`src/rtl/interr_pkg.sv`:
```
package interr_pkg;
  localparam int REG_ADDR_W = 2;

  typedef enum logic [REG_ADDR_W-1:0] {
    RA_STATUS = 2'd0,
    RA_MASK   = 2'd1,
    RA_SEV    = 2'd2,
    RA_CTRL   = 2'd3
  } reg_addr_e;

  // source positions
  localparam int SRC_TMO = 0;
  localparam int SRC_SBE = 1;
  localparam int SRC_DBE = 2;
  localparam int SRC_PAR = 3;
endpackage

```
`src/rtl/interr_rst_sync.sv`:
```
module interr_rst_sync #(
  parameter int STAGES = 2
) (
  input  logic clk,
  input  logic rst_n,
  output logic rst_ni
);
  logic [STAGES-1:0] sync_q;

  always_ff @(posedge clk or negedge rst_n) begin
    if (!rst_n) sync_q <= '0;
    else        sync_q <= {sync_q[STAGES-2:0], 1'b1};
  end

  assign rst_ni = sync_q[STAGES-1];
endmodule

```
`src/rtl/interr_regs.sv`:
```
module interr_regs
  import interr_pkg::*;
#(
  parameter int              NUM_SRC = 4,
  parameter int              DATA_W  = 8,
  parameter logic [NUM_SRC-1:0] SEV_RST = 4'b1101
) (
  input  logic                  clk,
  input  logic                  rst_ni,
  input  logic                  reg_wr,
  input  logic [REG_ADDR_W-1:0] reg_addr,
  input  logic [DATA_W-1:0]     reg_wdata,
  input  logic [NUM_SRC-1:0]    status_i,
  output logic [DATA_W-1:0]     reg_rdata,
  output logic [NUM_SRC-1:0]    mask_o,
  output logic [NUM_SRC-1:0]    sev_o,
  output logic                  en_o,
  output logic [NUM_SRC-1:0]    clr_o
);
  reg_addr_e addr;
  logic [NUM_SRC-1:0] mask_q, mask_d, sev_q, sev_d;
  logic en_q, en_d;
  logic mask_we, sev_we, en_we;

  assign addr = reg_addr_e'(reg_addr);

  always_comb begin
    mask_we = reg_wr && (addr == RA_MASK);
    sev_we  = reg_wr && (addr == RA_SEV);
    en_we   = reg_wr && (addr == RA_CTRL);
    mask_d  = reg_wdata[NUM_SRC-1:0];
    sev_d   = reg_wdata[NUM_SRC-1:0];
    en_d    = reg_wdata[0];
    clr_o   = (reg_wr && (addr == RA_STATUS)) ? reg_wdata[NUM_SRC-1:0] : '0;
  end

  always_ff @(posedge clk or negedge rst_ni) begin
    if (!rst_ni) begin
      mask_q <= '0;
      sev_q  <= SEV_RST;
      en_q   <= 1'b1;
    end else begin
      if (mask_we) mask_q <= mask_d;
      if (sev_we)  sev_q  <= sev_d;
      if (en_we)   en_q   <= en_d;
    end
  end

  always_comb begin
    reg_rdata = '0;
    case (addr)
      RA_STATUS: reg_rdata[NUM_SRC-1:0] = status_i;
      RA_MASK:   reg_rdata[NUM_SRC-1:0] = mask_q;
      RA_SEV:    reg_rdata[NUM_SRC-1:0] = sev_q;
      RA_CTRL:   reg_rdata[0]           = en_q;
      default:   reg_rdata = '0;
    endcase
  end

  assign mask_o = mask_q;
  assign sev_o  = sev_q;
  assign en_o   = en_q;

  // a mask write is visible on the next cycle
  assert_mask_write_R10: assert property (@(posedge clk) disable iff (!rst_ni)
    mask_we |=> (mask_o == $past(reg_wdata[NUM_SRC-1:0])));
endmodule

```
`src/rtl/interr_status.sv`:
```
module interr_status #(
  parameter int NUM_SRC = 4
) (
  input  logic               clk,
  input  logic               rst_ni,
  input  logic [NUM_SRC-1:0] evt_i,
  input  logic [NUM_SRC-1:0] clr_i,
  output logic [NUM_SRC-1:0] st_o,
  output logic [NUM_SRC-1:0] new_o
);
  logic [NUM_SRC-1:0] st_q, st_d;

  for (genvar i = 0; i < NUM_SRC; i++) begin : g_bit
    always_comb begin
      st_d[i]  = evt_i[i] | (st_q[i] & ~clr_i[i]);
      new_o[i] = evt_i[i] & ~st_q[i];
    end

    always_ff @(posedge clk or negedge rst_ni) begin
      if (!rst_ni) st_q[i] <= 1'b0;
      else         st_q[i] <= st_d[i];
    end

    assert_evt_sets_R2: assert property (@(posedge clk) disable iff (!rst_ni)
      evt_i[i] |=> st_q[i]);
    assert_sticky_R2: assert property (@(posedge clk) disable iff (!rst_ni)
      (st_q[i] && !clr_i[i]) |=> st_q[i]);
    assert_clear_R3: assert property (@(posedge clk) disable iff (!rst_ni)
      (clr_i[i] && !evt_i[i]) |=> !st_q[i]);
  end

  assign st_o = st_q;
endmodule

```
`src/rtl/interr_route.sv`:
```
module interr_route #(
  parameter int NUM_SRC = 4,
  parameter int HDR_W   = 128
) (
  input  logic               clk,
  input  logic               rst_ni,
  input  logic [NUM_SRC-1:0] new_i,
  input  logic [NUM_SRC-1:0] mask_i,
  input  logic [NUM_SRC-1:0] sev_i,
  input  logic               en_i,
  output logic               unc_o,
  output logic               cor_o,
  output logic [HDR_W-1:0]   hdr_o
);
  logic [NUM_SRC-1:0] live;
  logic unc_d, cor_d, unc_q, cor_q;
  logic [HDR_W-1:0] hdr_d, hdr_q;

  always_comb begin
    live  = new_i & ~mask_i & {NUM_SRC{en_i}};
    unc_d = |(live & sev_i);
    cor_d = |(live & ~sev_i);
    hdr_d = unc_d ? {HDR_W{1'b1}} : '0;
  end

  always_ff @(posedge clk or negedge rst_ni) begin
    if (!rst_ni) begin
      unc_q <= 1'b0;
      cor_q <= 1'b0;
      hdr_q <= '0;
    end else begin
      unc_q <= unc_d;
      cor_q <= cor_d;
      hdr_q <= hdr_d;
    end
  end

  assign unc_o = unc_q;
  assign cor_o = cor_q;
  assign hdr_o = hdr_q;

  assert_disabled_quiet_R7: assert property (@(posedge clk) disable iff (!rst_ni)
    !en_i |=> (!unc_q && !cor_q));
  assert_masked_quiet_R4: assert property (@(posedge clk) disable iff (!rst_ni)
    ((new_i & ~mask_i) == '0) |=> (!unc_q && !cor_q));
endmodule

```
`src/rtl/interr_hub.sv`:
```
module interr_hub
  import interr_pkg::*;
#(
  parameter int                 NUM_SRC = 4,
  parameter int                 DATA_W  = 8,
  parameter int                 HDR_W   = 128,
  parameter logic [NUM_SRC-1:0] SEV_RST = 4'b1101
) (
  input  logic               clk,
  input  logic               rst_n,
  input  logic [NUM_SRC-1:0] err_evt,
  input  logic               reg_wr,
  input  logic [1:0]         reg_addr,
  input  logic [DATA_W-1:0]  reg_wdata,
  output logic [DATA_W-1:0]  reg_rdata,
  output logic               unc_pulse,
  output logic               cor_pulse,
  output logic [HDR_W-1:0]   hdr_log,
  output logic               lock_unc_mask,
  output logic               lock_unc_sev,
  output logic               lock_cor_mask,
  output logic               lock_hovf_mask
);
  logic rst_ni;
  logic [NUM_SRC-1:0] st, nw, mask, sev, clr;
  logic en;

  interr_rst_sync #(.STAGES(2)) u_rst (
    .clk(clk), .rst_n(rst_n), .rst_ni(rst_ni)
  );

  interr_regs #(.NUM_SRC(NUM_SRC), .DATA_W(DATA_W), .SEV_RST(SEV_RST)) u_regs (
    .clk(clk), .rst_ni(rst_ni), .reg_wr(reg_wr), .reg_addr(reg_addr),
    .reg_wdata(reg_wdata), .status_i(st), .reg_rdata(reg_rdata),
    .mask_o(mask), .sev_o(sev), .en_o(en), .clr_o(clr)
  );

  interr_status #(.NUM_SRC(NUM_SRC)) u_status (
    .clk(clk), .rst_ni(rst_ni), .evt_i(err_evt), .clr_i(clr),
    .st_o(st), .new_o(nw)
  );

  interr_route #(.NUM_SRC(NUM_SRC), .HDR_W(HDR_W)) u_route (
    .clk(clk), .rst_ni(rst_ni), .new_i(nw), .mask_i(mask), .sev_i(sev),
    .en_i(en), .unc_o(unc_pulse), .cor_o(cor_pulse), .hdr_o(hdr_log)
  );

  assign lock_unc_mask  = ~en;
  assign lock_unc_sev   = ~en;
  assign lock_cor_mask  = ~en;
  assign lock_hovf_mask = ~en;

  // every report coincides with a freshly set status bit
  assert_report_on_rise_R6: assert property (@(posedge clk) disable iff (!rst_ni)
    (unc_pulse || cor_pulse) |-> |(st & ~$past(st)));
  assert_lock_follows_R8: assert property (@(posedge clk) disable iff (!rst_ni)
    (reg_wr && reg_addr == 2'd3) |=> (lock_unc_mask == !$past(reg_wdata[0])));
  assert_hdr_ones_R9: assert property (@(posedge clk) disable iff (!rst_ni)
    unc_pulse |-> (&hdr_log));
endmodule

```
`config.mk`:
```
export PLATFORM = sky130hd
export DESIGN_NAME = interr_hub
export DESIGN_NICKNAME = d
export VERILOG_FILES = /design/src/rtl/interr_pkg.sv /design/src/rtl/interr_rst_sync.sv /design/src/rtl/interr_regs.sv /design/src/rtl/interr_status.sv /design/src/rtl/interr_route.sv /design/src/rtl/interr_hub.sv
export SDC_FILE = /design/constraint.sdc
export NUM_CORES = 1
export LEC_CHECK = 0
export CORE_MARGIN = 4
export CORE_UTILIZATION = 33
export CTS_CLUSTER_SIZE = 16
export DETAILED_ROUTE_END_ITERATION = 6
export PLACE_DENSITY_LB_ADDON = 0.1
export SYNTH_ARGS = -nofsm -noshare
export SYNTH_HDL_FRONTEND = slang
export SYNTH_HIERARCHICAL = 1
export SYNTH_SLANG_ARGS = --single-unit
```
`constraint.sdc`:
```
create_clock -name clk -period 3.7 [get_ports clk]
set_input_delay 0.74 -clock clk [delete_from_list [all_inputs] [get_ports clk]]
set_output_delay 0.74 -clock clk [all_outputs]
set_load 0.01 [all_outputs]
```
# Word level (Yosys, flattened, before mapping)
# Index checks and enable logic that the tools add are counted.
[totals]
reg_bits = 145
output_inout_bits = 142
[classes]
n_eq_ne = 3
n_mux = 4
bitwise_logic = 27
reduce_logical = 7
[ops]
columns = ["cell", "count"]
rows = [
  ["$mux W128", 1],
  ["$and A4 B4 Y4", 4],
  ["$not A1 Y1", 9],
  ["$pmux W3 S3", 1],
  ["$and A1 B1 Y1", 8],
  ["$not A4 Y4", 2],
  ["$reduce_or A4 Y1", 2],
  ["$eq A2 B2 Y1 const B", 2],
  ["$logic_and A1 B1 Y1", 4],
  ["$mux W4", 1],
  ["$or A1 B1 Y1", 4],
  ["$pmux W1 S4", 1],
  ["$eq A2 B1 Y1 const B", 1],
  ["$logic_not A2 Y1", 1],
]

# Longest topological paths before layout
[depth]
depth_word = 7
ltp_mapped = 5
depth_no_buf = 4

# Modules after synthesis
# Netlist, hierarchy kept.
[modules_own_cells]
columns = ["mod", "n_inst", "cells_per_inst", "area_each_um2"]
rows = [
  ["interr_route", 1, 140, 1099.8],
  ["interr_regs", 1, 41, 588.1],
  ["interr_status", 1, 16, 170.2],
  ["interr_rst_sync", 1, 3, 53.8],
  ["interr_hub", 1, 4, 26.3],
]

# Worst setup path before layout
# Ideal clock, no wire load.
[synth_timing]
path_type = "register to output"
startpoint = "register, netlist name u_route/hdr_o[126]"
endpoint = "output hdr_log[0]"
arrival_ps = 2638
required_ps = 2960
path_slack_ps = 322
stages_incl_launch_ff = 2
path_cell_list = "dfrtp_1 -> buf_4"
[synth_rtl]
columns = ["item", "line", "rtl"]
rows = [
  ["end: declaration", "interr_hub.sv:18", "output logic [HDR_W-1:0] hdr_log,"],
]

# Worst setup path in the final report
[layout_timing]
startpoint = "input reg_addr[0]"
endpoint = "output reg_rdata[1]"
[layout_between]
elab_chain_cells = 2
elab_cells_between_ends = 4
cone_classes = "eq/ne (2); mux (1); reduce/logical (1)"
[layout_lines]
columns = ["item", "line", "rtl"]
rows = [
  ["start: declaration", "interr_hub.sv:13", "input logic [1:0] reg_addr,"],
  ["$eq A2 B2 Y1 (tied with other cells)", "interr_regs.sv:51", "case (addr)"],
  ["$pmux W3 S3 (*)", "interr_regs.sv:51", ""],
  ["end: declaration", "interr_hub.sv:15", "output logic [DATA_W-1:0] reg_rdata,"],
]
# Every way passes the cells marked *; elsewhere a longest branch is shown, timed or not.

==> run_results.csv <==
group,metric,value,unit
logic_synthesis,synth_cell_types,22,
detailed_routing,drt-initial-drc-count,13,
clocking,postCtsHoldBufs,0,
power_and_ir_drop,power_density,232,nW/um^2
clocking,cts_sinks,17,
floorplan,initial_core_util,34.6,%
setup_path,cp_max_fo,7,
timing,worstMarginPinSlew,647,ps
cells_and_area,diodes,0,
floorplan,chipHeight,84.6,um
timing,setup_tns,0,ps
setup_path,endpoint_kind,"output port",
timing,rsz0062_at_grt,"false",
floorplan,die_w,84.6,um
timing,finalMaxSlewViolations,0,
setup_path,cp-start-kind,"input pin",
placed_design,dp.final_hpwl,3.40,mm
clocking,numCtsBuffers,3,
logic_synthesis,synth_largest_area_cell,"buf_4",
cells_and_area,syn_to_final_growth,33.7,%
cells_and_area,multi_input_area,464,um^2
logic_synthesis,synth_most_common_cell,"buf_4",
logic_synthesis,synth_edf_count,0,
logic_synthesis,synth_top_cells_by_count,"135 x buf_4, 13 x dfrtp_1, 8 x mux2_4",
logic_synthesis,yosysWarnings,6,
floorplan,floorplan.rows,27,
power_and_ir_drop,cellInternalPower,0.430,mW
detailed_routing,post_drt_via_cell_ratio,3.74,
setup_path,cp.required,2960,ps
logic_synthesis,synthTopCellsByArea,"buf_4 52%, dfrtp_1 17%, mux2_4 6.2%",
logic_synthesis,synth-seq-cells,17,
timing,fmax,0.327,GHz
power_and_ir_drop,vdd_drop_max,149,uV
timing,finalHoldViolCount,0,
detailed_routing,antenna_left,0,
logic_synthesis,postSynthCellCount,204,
power_and_ir_drop,p_sw_share,28.4,%
timing,fin_crit,3060,ps
detailed_routing,drt-total-wl,4.14,mm
logic_synthesis,avgSynthCellArea,9.50,um^2
logic_synthesis,yosysSeqAreaShare,22.2,%
detailed_routing,num_vias,1125,
global_routing,grt_overflow,0,
timing,setup_viol_count_final,0,
clocking,clock-root-buffer,"clkbuf_8",
clocking,cts_tree,"done",
placed_design,port_buffers,150,
worst_hold_path,holdCritPathClass,"reg2async",
run_status,status,"finished, final reports clean",
global_routing,grt_pass1_wl,6.11,mm
floorplan,io_pins,159,
power_and_ir_drop,leakagePower,0.981,nW
clocking,ctsResizeCount,0,
logic_synthesis,synth_top_area_share,52.3,%
global_routing,grt_max_degree,58,
floorplan,core_area,5610,um^2
clocking,worst_skew_pair.late_latency,250,ps
timing,final.setup_skew,4.52,ps
logic_synthesis,syn_area,1940,um^2
global_routing,globalRouteTotalUtil,10.4,%
clocking,cts_setup_buffers,0,
detailed_routing,drc,0,
global_routing,grt_pass1_vias,1064,
clocking,clock_path_buffers,2,
power_and_ir_drop,power.switching,0.171,mW
global_routing,antenna_found_initial,0,
cells_and_area,fin_nets,247,
setup_path,critPathKind,"in2out",
power_and_ir_drop,clock_power_share,22.9,%
logic_synthesis,async_flop_share,100,%
detailed_routing,dr.pass1.iters,3,
timing,timing.final.crit_share,82.7,%
detailed_routing,avgRoutedWirePerCell,13.7,um
setup_path,cp.arrival,2320,ps
timing,relSlewSlack,56.8,%
cells_and_area,drive_above_1_share,11.8,%
job,drv_cap,0,
placed_design,place_congestion,0.731,
power_and_ir_drop,power.share.sequential,41.4,%
floorplan,dieArea,7160,um^2
clocking,cts_htree_levels,1,
clocking,clk_transition_reported_paths,70,ps
power_and_ir_drop,pwr-share-comb,35.8,%
cells_and_area,register_area,434,um^2
cells_and_area,nFillCells,563,
cells_and_area,finish.utilization,46.2,%
logic_synthesis,synth_flop_cell,"dfrtp_1",
## worst max-delay path, stage by stage
cell	delay (ps)
clkdlybuf4s50_1	520
buf_4	200
and2b_2	250
o2bb2ai_1	130
clkdlybuf4s50_1	480
## logic make-up after synthesis
kind of cell	synth area share, %
buffers and inverters	54.4
and+or+nand+nor	10.6
other	0.387
DFF	22.2
AOI/OAI and AO/OA	2.91
muxes	9.49
## cell type report
type	count	share of cell area (%)
multi-input combinational	48	17.9
tap	72	3.48
inverter	5	0.724
clock buffer	4	1.74
timing repair buffer	155	59.4
sequential	17	16.8
## power groups by stage
stage                     registers (mW)  clock network, mW  logic [mW]
after global routing               0.254              0.152       0.228
after detailed placement           0.252                  0       0.218
after CTS                          0.249              0.145       0.219
final                              0.249              0.137       0.215
after global placement             0.252                  0       0.219
after floorplan                    0.244                  0       0.159
## cells in the final DEF (no fill, tap or decap)
master	instances
nand3b_4	2
buf_4	5
nor2b_1	4
mux2_4	8
mux4_2	1
inv_1	5
clkbuf_8	3
and2_1	4
dfstp_2	4
nand4_1	1
nor4bb_1	4
mux2i_1	3
nor3b_2	1
dfrtp_4	1
mux2_2	1
a21o_1	4
o2bb2ai_1	3
conb_1	5
clkbuf_1	1
or4_1	1
and2b_2	1
clkdlybuf4s50_1	150
nand4b_1	4
dfrtp_1	12
nand3_1	1
## sequential cells by signal (all words and copies together), names as in the netlist
name and cells:
u_route/hdr_o 1, u_regs/mask_o 4, u_regs/sev_o 4, u_rst/sync_q 2
u_regs/en_o 1, u_status/st_o 4, u_route/cor_o 1
## metrics by stage
| stage | power, mW | hold slack (ps) | worst slack (ps) | std cells | cell area [um^2] |
|---|---|---|---|---|---|
| 3_5_place_dp | 0.471 | 290 | 644 | 297 | 2550 |
| 2_1_floorplan | 0.402 | 184 | 322 | 207 | 1950 |
| 5_1_grt | 0.634 | 326 | 550 | 301 | 2590 |
| 6_report | 0.601 | 265 | 640 | 301 | 2590 |
| 4_1_cts | 0.613 | 290 | 632 | 301 | 2590 |
| 3_3_place_gp | 0.471 | 295 | 642 | 297 | 2550 |
## routing by layer
layer	up-vias	routed length, um	track usage [%]
li1	562	-	-
met1	485	1590	11.6
met2	74	2070	18.9
met3	4	438	2.85
met4	0	36	3.02
met5	-	0	0
## path summary, 6_finish.rpt
path,slack [ps],depth (start not counted),end,start
hold reg to reg,270,0,u_route/cor_o,u_rst/sync_q[1]
setup reg to reg,2430,2,u_route/cor_o,u_regs/sev_o[0]
hold / removal,270,0,u_route/cor_o,u_rst/sync_q[1]
setup / recovery,640,5,reg_rdata[1],reg_addr[0]
min in group clk,350,0,u_rst/sync_q[1],u_rst/sync_q[0]
max in group asynchronous,2930,1,u_rst/sync_q[1],rst_n
(Power assumes the default switching activity.)
